### config.mk
export PLATFORM = sky130hd
export DESIGN_NAME = cfg_loader
export DESIGN_NICKNAME = d
export VERILOG_FILES = /design/src/rtl/cfg_loader_pkg.sv /design/src/rtl/cfg_image_check.sv /design/src/rtl/cfg_loader_seq.sv /design/src/rtl/cfg_loader.sv
export SDC_FILE = /design/constraint.sdc
export NUM_CORES = 1
export LEC_CHECK = 0
export BUFFER_PORTS_ARGS = -buffer_cell sky130_fd_sc_hd__clkbuf_2
export CAP_MARGIN = 30
export CORE_ASPECT_RATIO = 0.9
export CORE_MARGIN = 8
export CORE_UTILIZATION = 48
export DETAILED_ROUTE_END_ITERATION = 10
export PLACE_DENSITY = 0.78
export SLEW_MARGIN = 20
export SYNTH_ARGS = -nofsm -noshare
export SYNTH_HDL_FRONTEND = slang
export SYNTH_SLANG_ARGS = --single-unit
### constraint.sdc
create_clock -name clk -period 9.2 [get_ports clk]
set_input_delay 2.76 -clock clk [delete_from_list [all_inputs] [get_ports clk]]
set_output_delay 2.76 -clock clk [all_outputs]
set_load 0.03 [all_outputs]
### src/rtl/cfg_loader_pkg.sv
package cfg_loader_pkg;

    typedef enum logic [1:0] {
        ST_REQ    = 2'd0,
        ST_WAIT   = 2'd1,
        ST_DECIDE = 2'd2,
        ST_DONE   = 2'd3
    } ld_state_e;

    localparam int IMG_BYTES = 9;

endpackage

### src/rtl/cfg_image_check.sv
module cfg_image_check #(
    parameter int          NUM_PORTS     = 4,
    parameter int          IMG_BYTES     = 9,
    parameter int          PCNT_W        = $clog2(NUM_PORTS + 1),
    parameter logic [7:0]  MAX_PWR_LIMIT = 8'hFA,
    parameter logic [15:0] DEF_VID       = 16'h04B4,
    parameter logic [15:0] DEF_PID       = 16'h6570,
    parameter logic [7:0]  DEF_MAX_PWR   = 8'h32
) (
    input  logic [IMG_BYTES-1:0][7:0] img,
    output logic                      accept,
    output logic [15:0]               vid,
    output logic [15:0]               pid,
    output logic [NUM_PORTS-1:0]      mask,
    output logic [PCNT_W-1:0]         pcnt,
    output logic [7:0]                mpw
);
    // byte positions inside the image
    localparam int IX_VID_LO = 0;
    localparam int IX_VID_HI = 1;
    localparam int IX_PID_LO = 2;
    localparam int IX_PID_HI = 3;
    localparam int IX_SUM    = 4;
    localparam int IX_SPARE  = 5;
    localparam int IX_FIXED  = 6;
    localparam int IX_PCNT   = 7;
    localparam int IX_MPW    = 8;

    logic [7:0]           sum_calc;
    logic                 sum_ok, pcnt_ok, mpw_ok;
    logic [NUM_PORTS-1:0] mask_img;
    logic                 spare_unused;

    assign sum_calc = img[IX_VID_LO] + img[IX_VID_HI] + img[IX_PID_LO] + img[IX_PID_HI] + 8'd1;
    assign sum_ok   = (img[IX_SUM] == sum_calc);
    assign pcnt_ok  = (img[IX_PCNT] != 8'd0) && (img[IX_PCNT] <= 8'(NUM_PORTS));
    assign mpw_ok   = (img[IX_MPW] <= MAX_PWR_LIMIT);
    assign accept   = sum_ok && pcnt_ok && mpw_ok;

    // port p+1 flag sits one bit above its index; bit 0 is reserved
    for (genvar p = 0; p < NUM_PORTS; p++) begin : g_mask
        assign mask_img[p] = img[IX_FIXED][p+1];
    end

    assign vid  = accept ? {img[IX_VID_HI], img[IX_VID_LO]} : DEF_VID;
    assign pid  = accept ? {img[IX_PID_HI], img[IX_PID_LO]} : DEF_PID;
    assign mask = accept ? mask_img : '0;
    assign pcnt = accept ? img[IX_PCNT][PCNT_W-1:0] : PCNT_W'(NUM_PORTS);
    assign mpw  = accept ? img[IX_MPW] : DEF_MAX_PWR;

    assign spare_unused = ^{img[IX_SPARE], img[IX_FIXED], img[IX_PCNT]};

    always_comb begin
        if (accept) begin
            assert_accept_legal_R2: assert (pcnt != '0 && mpw <= MAX_PWR_LIMIT);
        end
    end

endmodule

### src/rtl/cfg_loader_seq.sv
module cfg_loader_seq
    import cfg_loader_pkg::*;
#(
    parameter int          NUM_PORTS   = 4,
    parameter int          IMG_BYTES   = 9,
    parameter int          IDX_W       = $clog2(IMG_BYTES),
    parameter int          PCNT_W      = $clog2(NUM_PORTS + 1),
    parameter logic [15:0] DEF_VID     = 16'h04B4,
    parameter logic [15:0] DEF_PID     = 16'h6570,
    parameter logic [7:0]  DEF_MAX_PWR = 8'h32
) (
    input  logic                      clk,
    input  logic                      rst_n,
    input  logic                      rd_rvalid,
    input  logic [7:0]                rd_rdata,
    output logic                      rd_req,
    output logic [IDX_W-1:0]          rd_idx,
    output logic [IMG_BYTES-1:0][7:0] img,
    input  logic                      chk_accept,
    input  logic [15:0]               chk_vid,
    input  logic [15:0]               chk_pid,
    input  logic [NUM_PORTS-1:0]      chk_mask,
    input  logic [PCNT_W-1:0]         chk_pcnt,
    input  logic [7:0]                chk_mpw,
    output logic                      cfg_valid,
    output logic                      ld_done,
    output logic [15:0]               vid,
    output logic [15:0]               pid,
    output logic [NUM_PORTS-1:0]      mask,
    output logic [PCNT_W-1:0]         pcnt,
    output logic [7:0]                mpw
);
    localparam logic [IDX_W-1:0] LAST_IDX = IDX_W'(IMG_BYTES - 1);

    typedef struct packed {
        ld_state_e                 st;
        logic [IDX_W-1:0]          idx;
        logic [IMG_BYTES-1:0][7:0] img;
        logic                      vld;
        logic                      dn;
        logic [15:0]               vid;
        logic [15:0]               pid;
        logic [NUM_PORTS-1:0]      mask;
        logic [PCNT_W-1:0]         pcnt;
        logic [7:0]                mpw;
    } seq_t;

    seq_t r_d, r_q;

    always_comb begin
        r_d = r_q;
        unique case (r_q.st)
            ST_REQ: r_d.st = ST_WAIT;
            ST_WAIT: begin
                if (rd_rvalid) begin
                    for (int i = 0; i < IMG_BYTES; i++) begin
                        if (r_q.idx == IDX_W'(i)) r_d.img[i] = rd_rdata;
                    end
                    if (r_q.idx == LAST_IDX) begin
                        r_d.st = ST_DECIDE;
                    end else begin
                        r_d.idx = r_q.idx + 1'b1;
                        r_d.st  = ST_REQ;
                    end
                end
            end
            ST_DECIDE: begin
                r_d.vld  = chk_accept;
                r_d.vid  = chk_vid;
                r_d.pid  = chk_pid;
                r_d.mask = chk_mask;
                r_d.pcnt = chk_pcnt;
                r_d.mpw  = chk_mpw;
                r_d.st   = ST_DONE;
            end
            ST_DONE: r_d.dn = 1'b1;
            default: r_d.st = ST_DONE;
        endcase
    end

    always_ff @(posedge clk) begin
        if (!rst_n) begin
            r_q.st   <= ST_REQ;
            r_q.idx  <= '0;
            r_q.img  <= '0;
            r_q.vld  <= 1'b0;
            r_q.dn   <= 1'b0;
            r_q.vid  <= DEF_VID;
            r_q.pid  <= DEF_PID;
            r_q.mask <= '0;
            r_q.pcnt <= PCNT_W'(NUM_PORTS);
            r_q.mpw  <= DEF_MAX_PWR;
        end else begin
            r_q <= r_d;
        end
    end

    assign rd_req    = (r_q.st == ST_REQ);
    assign rd_idx    = r_q.idx;
    assign img       = r_q.img;
    assign cfg_valid = r_q.vld;
    assign ld_done   = r_q.dn;
    assign vid       = r_q.vid;
    assign pid       = r_q.pid;
    assign mask      = r_q.mask;
    assign pcnt      = r_q.pcnt;
    assign mpw       = r_q.mpw;

    assert_addr_step_R1: assert property (@(posedge clk) disable iff (!rst_n)
        (r_q.st == ST_REQ && $past(r_q.st) == ST_WAIT) |-> (r_q.idx == $past(r_q.idx) + 1'b1));

    assert_done_sticky_R7: assert property (@(posedge clk) disable iff (!rst_n)
        r_q.dn |=> r_q.dn);

    assert_fields_frozen_R7: assert property (@(posedge clk) disable iff (!rst_n)
        r_q.dn |=> ($stable(r_q.vld) && $stable(r_q.vid) && $stable(r_q.pid)
                    && $stable(r_q.mask) && $stable(r_q.pcnt) && $stable(r_q.mpw)));

endmodule

### src/rtl/cfg_loader.sv
module cfg_loader
    import cfg_loader_pkg::*;
#(
    parameter int          NUM_PORTS     = 4,
    parameter int          ADDR_W        = 8,
    parameter logic [15:0] DEF_VID       = 16'h04B4,
    parameter logic [15:0] DEF_PID       = 16'h6570,
    parameter logic [7:0]  DEF_MAX_PWR   = 8'h32,
    parameter logic [7:0]  MAX_PWR_LIMIT = 8'hFA,
    parameter int          PCNT_W        = $clog2(NUM_PORTS + 1)
) (
    input  logic                 clk,
    input  logic                 rst_n,
    output logic                 ee_req,
    output logic [ADDR_W-1:0]    ee_addr,
    input  logic                 ee_rvalid,
    input  logic [7:0]           ee_rdata,
    input  logic                 pt_req,
    input  logic [ADDR_W-1:0]    pt_addr,
    output logic                 pt_rvalid,
    output logic [7:0]           pt_rdata,
    output logic                 config_valid,
    output logic                 done,
    output logic [15:0]          vendor_id,
    output logic [15:0]          product_id,
    output logic [NUM_PORTS-1:0] fixed_mask,
    output logic [PCNT_W-1:0]    port_count,
    output logic [7:0]           max_power
);
    localparam int IDX_W = $clog2(IMG_BYTES);

    logic                      ld_req;
    logic [IDX_W-1:0]          ld_idx;
    logic [IMG_BYTES-1:0][7:0] img;
    logic                      c_accept;
    logic [15:0]               c_vid, c_pid;
    logic [NUM_PORTS-1:0]      c_mask;
    logic [PCNT_W-1:0]         c_pcnt;
    logic [7:0]                c_mpw;
    logic                      out_q;

    cfg_loader_seq #(
        .NUM_PORTS(NUM_PORTS), .IMG_BYTES(IMG_BYTES), .IDX_W(IDX_W), .PCNT_W(PCNT_W),
        .DEF_VID(DEF_VID), .DEF_PID(DEF_PID), .DEF_MAX_PWR(DEF_MAX_PWR)
    ) u_seq (
        .clk(clk), .rst_n(rst_n),
        .rd_rvalid(ee_rvalid && !done), .rd_rdata(ee_rdata),
        .rd_req(ld_req), .rd_idx(ld_idx), .img(img),
        .chk_accept(c_accept), .chk_vid(c_vid), .chk_pid(c_pid),
        .chk_mask(c_mask), .chk_pcnt(c_pcnt), .chk_mpw(c_mpw),
        .cfg_valid(config_valid), .ld_done(done),
        .vid(vendor_id), .pid(product_id), .mask(fixed_mask),
        .pcnt(port_count), .mpw(max_power)
    );

    cfg_image_check #(
        .NUM_PORTS(NUM_PORTS), .IMG_BYTES(IMG_BYTES), .PCNT_W(PCNT_W),
        .MAX_PWR_LIMIT(MAX_PWR_LIMIT), .DEF_VID(DEF_VID), .DEF_PID(DEF_PID),
        .DEF_MAX_PWR(DEF_MAX_PWR)
    ) u_check (
        .img(img), .accept(c_accept), .vid(c_vid), .pid(c_pid),
        .mask(c_mask), .pcnt(c_pcnt), .mpw(c_mpw)
    );

    // request channel owner: loader until done, pass-through afterwards
    assign ee_req    = done ? pt_req  : ld_req;
    assign ee_addr   = done ? pt_addr : ADDR_W'(ld_idx);
    assign pt_rvalid = done && ee_rvalid;
    assign pt_rdata  = ee_rdata;

    // outstanding-request tracker used only by the checks below
    always_ff @(posedge clk) begin
        if (!rst_n)         out_q <= 1'b0;
        else if (ee_rvalid) out_q <= 1'b0;
        else if (ee_req)    out_q <= 1'b1;
    end

    assert_single_outstanding_R1: assert property (@(posedge clk) disable iff (!rst_n)
        ee_req |-> !out_q);

    assert_accept_range_R2: assert property (@(posedge clk) disable iff (!rst_n)
        (done && config_valid) |-> (port_count != '0 && port_count <= PCNT_W'(NUM_PORTS)
                                    && max_power <= MAX_PWR_LIMIT));

    assert_default_fields_R6: assert property (@(posedge clk) disable iff (!rst_n)
        (done && !config_valid) |-> (vendor_id == DEF_VID && product_id == DEF_PID
                                     && fixed_mask == '0 && max_power == DEF_MAX_PWR));

endmodule

; Word-level counts from Yosys, hierarchy flattened
; Cells that the tools add are included.
[op_classes]
n_addsub = 5
n_lt_le_gt_ge = 2
eq_ne = 13
n_mux = 20
bitwise = 1
reduce_logical = 21
[op_table]
columns = cell, n
row1 = two-way mux 8 bit, 11
row2 = two-way mux 78 bit, 1
row3 = two-way mux 16 bit, 2
row4 = AND reduction 3 bit, 10
row5 = adder 8 bit, 3
row6 = equality test 4 x 3 -> 1 bit (second input constant), 4
row7 = adder 8 x 1 -> 8 bit (second input constant), 1
row8 = equality test 4 x 2 -> 1 bit (second input constant), 2
row9 = equality test 8 bit, 1
row10 = <= comparator 8 x 3 -> 1 bit (second input constant), 1
row11 = <= comparator 8 bit (second input constant), 1
row12 = two-way mux 4 bit, 2
row13 = nonzero test 8 bit, 1
row14 = case mux 2 bit (3 select lines), 1
row15 = logical AND 1 bit, 5
row16 = adder 4 x 1 -> 4 bit (second input constant), 1
row17 = equality test 2 bit (second input constant), 2
row18 = equality test 4 x 1 -> 1 bit (second input constant), 1
row19 = equality test 4 bit (second input constant), 1
row20 = zero test 4 bit, 1
row21 = two-way mux 3 bit, 1
row22 = nonzero test 3 bit, 1
row23 = equality test 2 x 1 -> 1 bit (second input constant), 1
row24 = zero test 2 bit, 1
row25 = other kinds (6), 6
[word_totals]
regBits = 127
input_bits = 20
out_inout_bits = 67
word_cells = 80

; Depth between registers and ports, before layout
; Gate-level depths: netlist of run 1.
[depth]
ltp_word = 8
ltp_mapped = 14
ltp_nobuf = 12

; Hierarchy
; Synthesis of run 1 repeated with hierarchy kept, for this count alone.
[unflattened]
hier_cells = 844
area_unflattened_um2 = 7403.4
[modules_own_cells]
columns = mod, instances, cells_per_inst, area_per_inst_um2, seq_area_each_um2
row1 = cfg_loader_seq, 1, 676, 5958.2, 2542.4
row2 = cfg_image_check, 1, 148, 1256.2, 0.0
row3 = cfg_loader, 1, 20, 188.9, 0.0

; Worst setup path after synthesis of run 1
; Ideal clock, no wire load.
[synth_timing]
kind = input port to output port
startpoint = input port pt_addr[0]
endpoint = output port ee_addr[0]
arrival_time_ns = 3.127
required_time_ns = 6.440
setup_slack_ns = 3.313
cell_stages = 2
n_path_buf = 0
cell_sequence = nand2_1 > o21ai_0
[synth_between]
elab_chain_cells = 1
[synth_rtl]
columns = item, line_no
row1 = from (decl), cfg_loader.sv:19  ; input logic [ADDR_W-1:0] pt_addr,
row2 = two-way mux 8 bit, cfg_loader.sv:67  ; assign ee_addr = done ? pt_addr : ADDR_W'(ld_idx);
row3 = to (decl), cfg_loader.sv:15  ; output logic [ADDR_W-1:0] ee_addr,
; No other way between the ends.

; Worst setup path in the final report of run 1
[layout_timing]
startpoint = input port pt_addr[3]
endpoint = output port ee_addr[3]
; The elaborated chain is that of the path after synthesis.

==> results of run 1 <==
-- sequential cells by signal (all words and copies together) (netlist names), 2 cells and up --
| signal | cells |
|---|---|
| u_seq.img | 60 |
| u_seq.mask | 4 |
| u_seq.mpw | 8 |
| u_seq.pcnt | 3 |
| u_seq.pid | 16 |
| u_seq.r_q | 2 |
| u_seq.rd_idx | 4 |
| u_seq.vid | 16 |
-- where the power goes --
group	internal, µW	leakage (µW)	switching [µW]
logic	26.1	0.00170	46.6
registers	502	0.000928	4.15
clock network	443	0.000302	221
total	971	0.00293	272
-- through the flow --
stage                     power [µW]  hold slack [ns]
final                           1240            0.446
after global routing            1280            0.467
after CTS                       1250            0.453
after detailed placement         589            0.446
after global placement           586            0.435
after floorplan                  569            0.426
-- cell usage in the layout (no fill, tap or decap), drive strengths merged, types with 2 or more instances in the layout --
cell type  Yosys  final
a211oi         2      2
a21boi         9      9
a21oi          4      4
and2           7      7
buf           64      6
bufinv         0      3
clkbuf        21    106
clkinv         0      7
dfxtp        115    115
fa            14     14
ha            17     17
inv           46     46
mux2           3      3
mux2i         52     52
nand2         55     55
nand2b         3      3
nand3          2      2
nand3b         2      2
nand4          2      2
nor2           9      9
nor2b         53     53
nor3           4      4
nor4b          2      2
o211a          2      2
o21a           3      3
o21ai         14     14
o31ai         31     31
o32a          16     16
xnor2          9      9
xnor3          2      2
xor2           6      6
-- final cells by class --
type | instances | area share [%]
clock buffers | 21 | 7.08
clock inverters | 11 | 2.00
inverters | 46 | 2.60
multi-input cells | 329 | 43.3
flip-flops and latches | 115 | 34.6
well taps | 160 | 3.01
repair buffers | 91 | 7.34
-- kinds of logic (layout without fill, tap and decap cells) --
| group | Yosys count | in the layout |
|---|---|---|
| simple gates | 141 | 141 |
| mux | 55 | 55 |
| buf+inv | 131 | 169 |
| xor+xnor | 17 | 17 |
| compound gates | 85 | 85 |
| fa+ha+maj | 31 | 31 |
| flops | 115 | 115 |
-- metal layers --
metal / up-vias / GRT usage, % / share of wire [%] / wire length [µm]
met5: - / 0 / 0 / 0
met4: 0 / 8.79 / 1.7 / 218
met3: 16 / 5.09 / 6.3 / 815
met2: 109 / 27.1 / 48 / 6200
met1: 1848 / 20.2 / 44 / 5660
li1: 1922 / - / - / -
-- critical path: stages --
cell	delay, ns
clkbuf_2	0.08
mux2_2	0.25
clkbuf_2	0.18
-- how the worst max path moves through the flow --
stage                     startpoint    endpoint  slack (ns)
after floorplan           pt_addr[0]  ee_addr[0]        3.31
after global placement    pt_addr[2]  ee_addr[2]        3.17
after detailed placement  pt_addr[3]  ee_addr[3]        3.17
after CTS                 pt_addr[3]  ee_addr[3]        3.17
after global routing          pt_req      ee_req        3.15
final                     pt_addr[3]  ee_addr[3]        3.17
==> flow_summary_export.csv, run 1 <==
group,metric,value,unit
synthesis,ys_warn_count,0,
layout,regArea,2300,µm²
floorplan,die-area,16100,µm²
floorplan,fp.dieH,121,µm
synthesis,yosys.area_share.simple,12.4,%
synthesis,ys_types,41,
routing,drt_wl_total,12900,µm
setup_path,worstPathRequired,6.44,ns
layout,drive_gt1_share,24.1,%
cts,cts_resized,0,
hold_path,hp-class,"flip-flop to flip-flop",
synthesis,synth_fa_ha_area_share,8.37,%
placement,dpl.cell_count,740,
placement,hpwl,9150,µm
sta,setup_ws,3.17,ns
cts,cts_setup_buffers,0,
layout,area_growth,12.9,%
synthesis,synth_edf_count,0,
global_routing,antenna_found_initial,0,
sta,fin_crit,6.03,ns
layout,fill_cells,1030,
sta,finalSetupViolCount,0,
cts,cts_tree,"yes",
setup_path,reg2reg_depth,11,
sta,relSlewSlack,44.5,%
sta,timing.final.crit_share,65.6,%
cts,cts_root_buffer,"clkbuf_16",
sta,max_freq,166,MHz
layout,n_antenna_cell,0,
placement,place_congestion,0.809,
routing,wl_per_cell,16.7,µm
placement,numPortBuffers,86,
layout,multi_input_area,2880,µm²
routing,drtIter0Drc,214,
hold_path,whs_path_depth,2,
setup_path,end_kind,"output pin",
synthesis,synth.most_common_cell,"dfxtp_1",
cts,clkLatencyLatePin,0.41,ns
setup_path,crit_fanout,1,
layout,final_cell_area,6650,µm²
global_routing,grt_start_max_net_pins,71,
synthesis,synth_top_family_by_area,"compound AO/OA/AOI/OAI gates",
global_routing,overflow,0,
setup_path,cp-start-kind,"input port",
layout,nNetsFinal,651,
setup_path,r2r_end,"u_seq.vid[7]",
layout,final_cells,773,
synthesis,yosys.area.top_type_share,39.1,%
cts,clockBufferDepth,2,
setup_path,timing.rr.start,"u_seq.img[9]",
floorplan,core_area,12000,µm²
synthesis,synth-compound-area-share,15.4,%
power_and_ir_drop,p_leak,0.00293,µW
hold_path,min-delay-start,"u_seq.cfg_valid",
synthesis,yosys.area.top_type,"dfxtp_1",
layout,final_util,55.2,%
synthesis,synthMuxAreaShare,9.42,%
sta,fin_skew,0.00763,ns
status,outcome,"complete, no violations",
setup_path,path_class,"input port to output pin",
cts,cts_made_buffers,17,
power_and_ir_drop,irDropWorstVdd,0.000112,V
power_and_ir_drop,power_density,187,nW/µm²
sta,grt_setup_unrepaired,"false",
global_routing,grt.total_usage,16.9,%
setup_path,ff2ff_setup_slack,5.08,ns
cts,cts_htree_levels,4,
routing,drc,0,
cts,ctsHoldBuffers,0,
synthesis,synth_area,5890,µm²
sta,worst_pin_slew,0.833,ns
floorplan,rows,38,
setup_path,cp.arrival,3.27,ns
floorplan,num_io_pins,87,
sta,hold_viol,0,
floorplan,die_x,133,µm
global_routing,grt_pass1_vias,4137,
synthesis,seq_area_frac_synth,39.1,%
synthesis,netlist_top_cells_count,"dfxtp_1 (115), buf_4 (55), nand2_1 (55)",
synthesis,syn_nets,626,
floorplan,start_util,48.9,%
routing,num_vias,3895,
routing,viasPerCell,5.04,
synthesis,async_reset_ff_share,0,%
synthesis,synth.area.top_cells,"dfxtp_1 (39%), mux2i_1 (8.8%), buf_4 (7.0%), o31ai_4 (6.9%), nor2b_1 (5.6%)",
placement,place_ws,3.17,ns
synthesis,synth_seq_cells,115,
synthesis,netlist_instances,575,
global_routing,grt_pass1_wl,21300,µm
cts,clock_sinks,115,
sta,maxSlewViolCount,0,
routing,drtAntennaViolNets,0,
synthesis,synthFlopType,"dfxtp_1",
cts,clkSlewWorstSetupHoldPaths,0.05,ns
synthesis,synth_xor_area_share,3.00,%
synthesis,syn_avg_cell_area,10.2,µm²
hold_path,worstHoldEndpoint,"u_seq.cfg_valid",
sta,setup_tns,0,ns
placement,placed_area,6010,µm²
routing,dr.pass1.iters,4,
flow_run,drv_cap,0,
(Power assumes the default switching activity.)
==> run 2: changes to the inputs <==
PLACE_DENSITY = 0.81   (was 0.78)
clock period = 4.93 ns   (was 9.2 ns; I/O delays follow)
==> flow_summary_export.csv, run 2 (same netlist as run 1, synthesis figures left out) <==
group,metric,value,unit
status,outcome,"complete, no violations",
setup_path,crit_top_cell,"fa_1",
cts,cts_made_buffers,17,
power_and_ir_drop,switching_share,22.0,%
floorplan,rows,38,
global_routing,grt_pass1_wl,22100,µm
setup_path,worstPathRequired,5.22,ns
power_and_ir_drop,power_report.internal_total,1850,µW
placement,place_congestion,0.846,
sta,max_freq,239,MHz
placement,dpl.cell_count,740,
setup_path,path_buf_inv,2,
setup_path,path_delay_family,"adder cells",
routing,wl_met2,6570,µm
hold_path,whs_path_depth,2,
cts,clkLatencyLatePin,0.41,ns
cts,clock_sinks,115,
layout,final_util,55.5,%
layout,multi_input_area,2880,µm²
power_and_ir_drop,p_sw,519,µW
global_routing,grt_pass1_vias,4268,
routing,dr_wl_met3,881,µm
sta,timing.final.crit_share,85.0,%
sta,hold_viol,0,
sta,setup_tns,0,ns
setup_path,cp.arrival,4.48,ns
sta,relSlewSlack,44.3,%
setup_path,reg2reg_depth,11,
setup_path,path_class,"flip-flop to flip-flop",
floorplan,core_area,12000,µm²
setup_path,cp_cell_sequence,"fa_1 > fa_1 > ha_1 > inv_1 > fa_1 > xor2_1 > nand2_1 > nor4_1 > o2111ai_4 > buf_12 > o32a_1",
flow_run,drv_cap,0,
global_routing,antenna_found_initial,0,
layout,drive_gt1_share,24.0,%
global_routing,grt.total_usage,17.3,%
layout,nNetsFinal,651,
power_and_ir_drop,clkPwrFrac,54.1,%
placement,numPortBuffers,86,
cts,cts_root_buffer,"clkbuf_16",
routing,drtIter0Drc,260,
sta,grt_setup_unrepaired,"false",
setup_path,critical_path_depth,11,
placement,hpwl,9240,µm
layout,largest_reg_flops,60,
power_and_ir_drop,p_leak,0.00293,µW
floorplan,die_x,133,µm
sta,finalSetupViolCount,0,
setup_path,ff2ff_setup_slack,0.74,ns
cts,cts_setup_buffers,0,
power_and_ir_drop,pwr-share-seq,39.9,%
layout,area_growth,13.4,%
global_routing,overflow,0,
sta,fin_crit,4.19,ns
global_routing,grt_start_max_net_pins,70,
hold_path,hp-class,"flip-flop to flip-flop",
placement,place_ws,0.795,ns
setup_path,crit_fanout,33,
cts,cts_htree_levels,4,
setup_path,timing.rr.start,"u_seq.img[1]",
power_and_ir_drop,irDropWorstVdd,0.000280,V
layout,final_cell_mix,"dfxtp_1 (115), clkbuf_2 (86), nand2_1 (55), mux2i_1 (52), nor2b_1 (52)",
layout,top_register,"u_seq.img",
routing,topRoutingLayerUsed,"met4",
sta,worst_pin_slew,0.835,ns
power_and_ir_drop,p_comb_share,6.0,%
layout,regArea,2300,µm²
sta,whs,0.456,ns
routing,dr.pass1.iters,5,
cts,cts_resized,0,
routing,wl_per_cell,17.3,µm
routing,drc,0,
routing,drtAntennaViolNets,0,
sta,setup_ws,0.738,ns
routing,viasPerCell,5.16,
cts,clockBufferDepth,2,
setup_path,r2r_end,"u_seq.vid[10]",
layout,final_cells,773,
sta,maxSlewViolCount,0,
cts,ctsHoldBuffers,0,
cts,cts_tree,"yes",
setup_path,end_kind,"flip-flop",
layout,top_regs,"u_seq.img x60, u_seq.pid x16, u_seq.vid x16",
power_and_ir_drop,power_density,354,nW/µm²
sta,fin_skew,0.00670,ns
layout,fill_cells,1001,
floorplan,die-area,16100,µm²
setup_path,crit_start,"u_seq.img[1]",
routing,num_vias,3990,
layout,n_antenna_cell,0,
layout,final_common_cell,"dfxtp_1",
routing,wl_met1,5670,µm
setup_path,cpPeakStageDelay,0.55,ns
routing,drt_wl_total,13400,µm
floorplan,fp.dieH,121,µm
floorplan,start_util,48.9,%
setup_path,crit_end,"u_seq.vid[10]",
setup_path,cp-start-kind,"flip-flop",
floorplan,num_io_pins,87,
cts,clkSlewWorstSetupHoldPaths,0.05,ns
setup_path,slowest_stage,"nor4_1",
## run 2: routing by layer
layer / GRT usage, % / vias up
met5: 0 / -
met4: 6.59 / 0
met3: 5.09 / 22
met2: 29.9 / 124
met1: 20.0 / 1917
li1: - / 1927
## run 2: area by class of cell
| class | count | share of cell area, % |
|---|---|---|
| inverter | 46 | 2.59 |
| tap | 160 | 3.00 |
| clock inverter | 8 | 1.84 |
| clock buffer | 24 | 7.52 |
| sequential | 115 | 34.5 |
| timing repair buffer | 91 | 7.44 |
| multi-input combinational | 329 | 43.1 |
## run 2: how the worst min path moves through the flow
stage,from,endpoint,slack [ns]
2_1_floorplan,u_seq.pid[0],u_seq.pid[0],0.43
3_3_place_gp,u_seq.cfg_valid,u_seq.cfg_valid,0.44
3_5_place_dp,u_seq.vid[9],u_seq.vid[9],0.45
4_1_cts,u_seq.vid[9],u_seq.vid[9],0.46
5_1_grt,u_seq.vid[9],u_seq.vid[9],0.48
6_report,u_seq.vid[6],u_seq.vid[6],0.46
## run 2: worst min-delay path: cells and delay by family, from the launching register on
| family | cells | cell delay [ns] |
|---|---|---|
| AO/OA/AOI/OAI | 1 | 0.05 |
| flip-flops | 1 | 0.32 |
| AND/OR/NAND/NOR | 1 | 0.05 |
## run 2: through the flow
| step | total power (µW) | area (µm²) |
|---|---|---|
| after global routing | 2430 | 6680 |
| final | 2370 | 6680 |
| after CTS | 2370 | 6660 |
| after global placement | 1100 | 6040 |
| after detailed placement | 1100 | 6040 |
| after floorplan | 1060 | 5890 |
## run 2: power by group through the flow
| stage | Clock (µW) | Sequential [µW] | Combinational (µW) |
|---|---|---|---|
| floorplan | 0 | 962 | 98.9 |
| global placement | 0 | 963 | 133 |
| detailed placement | 0 | 964 | 138 |
| CTS | 1290 | 944 | 140 |
| global route | 1340 | 945 | 153 |
| finish | 1280 | 945 | 141 |
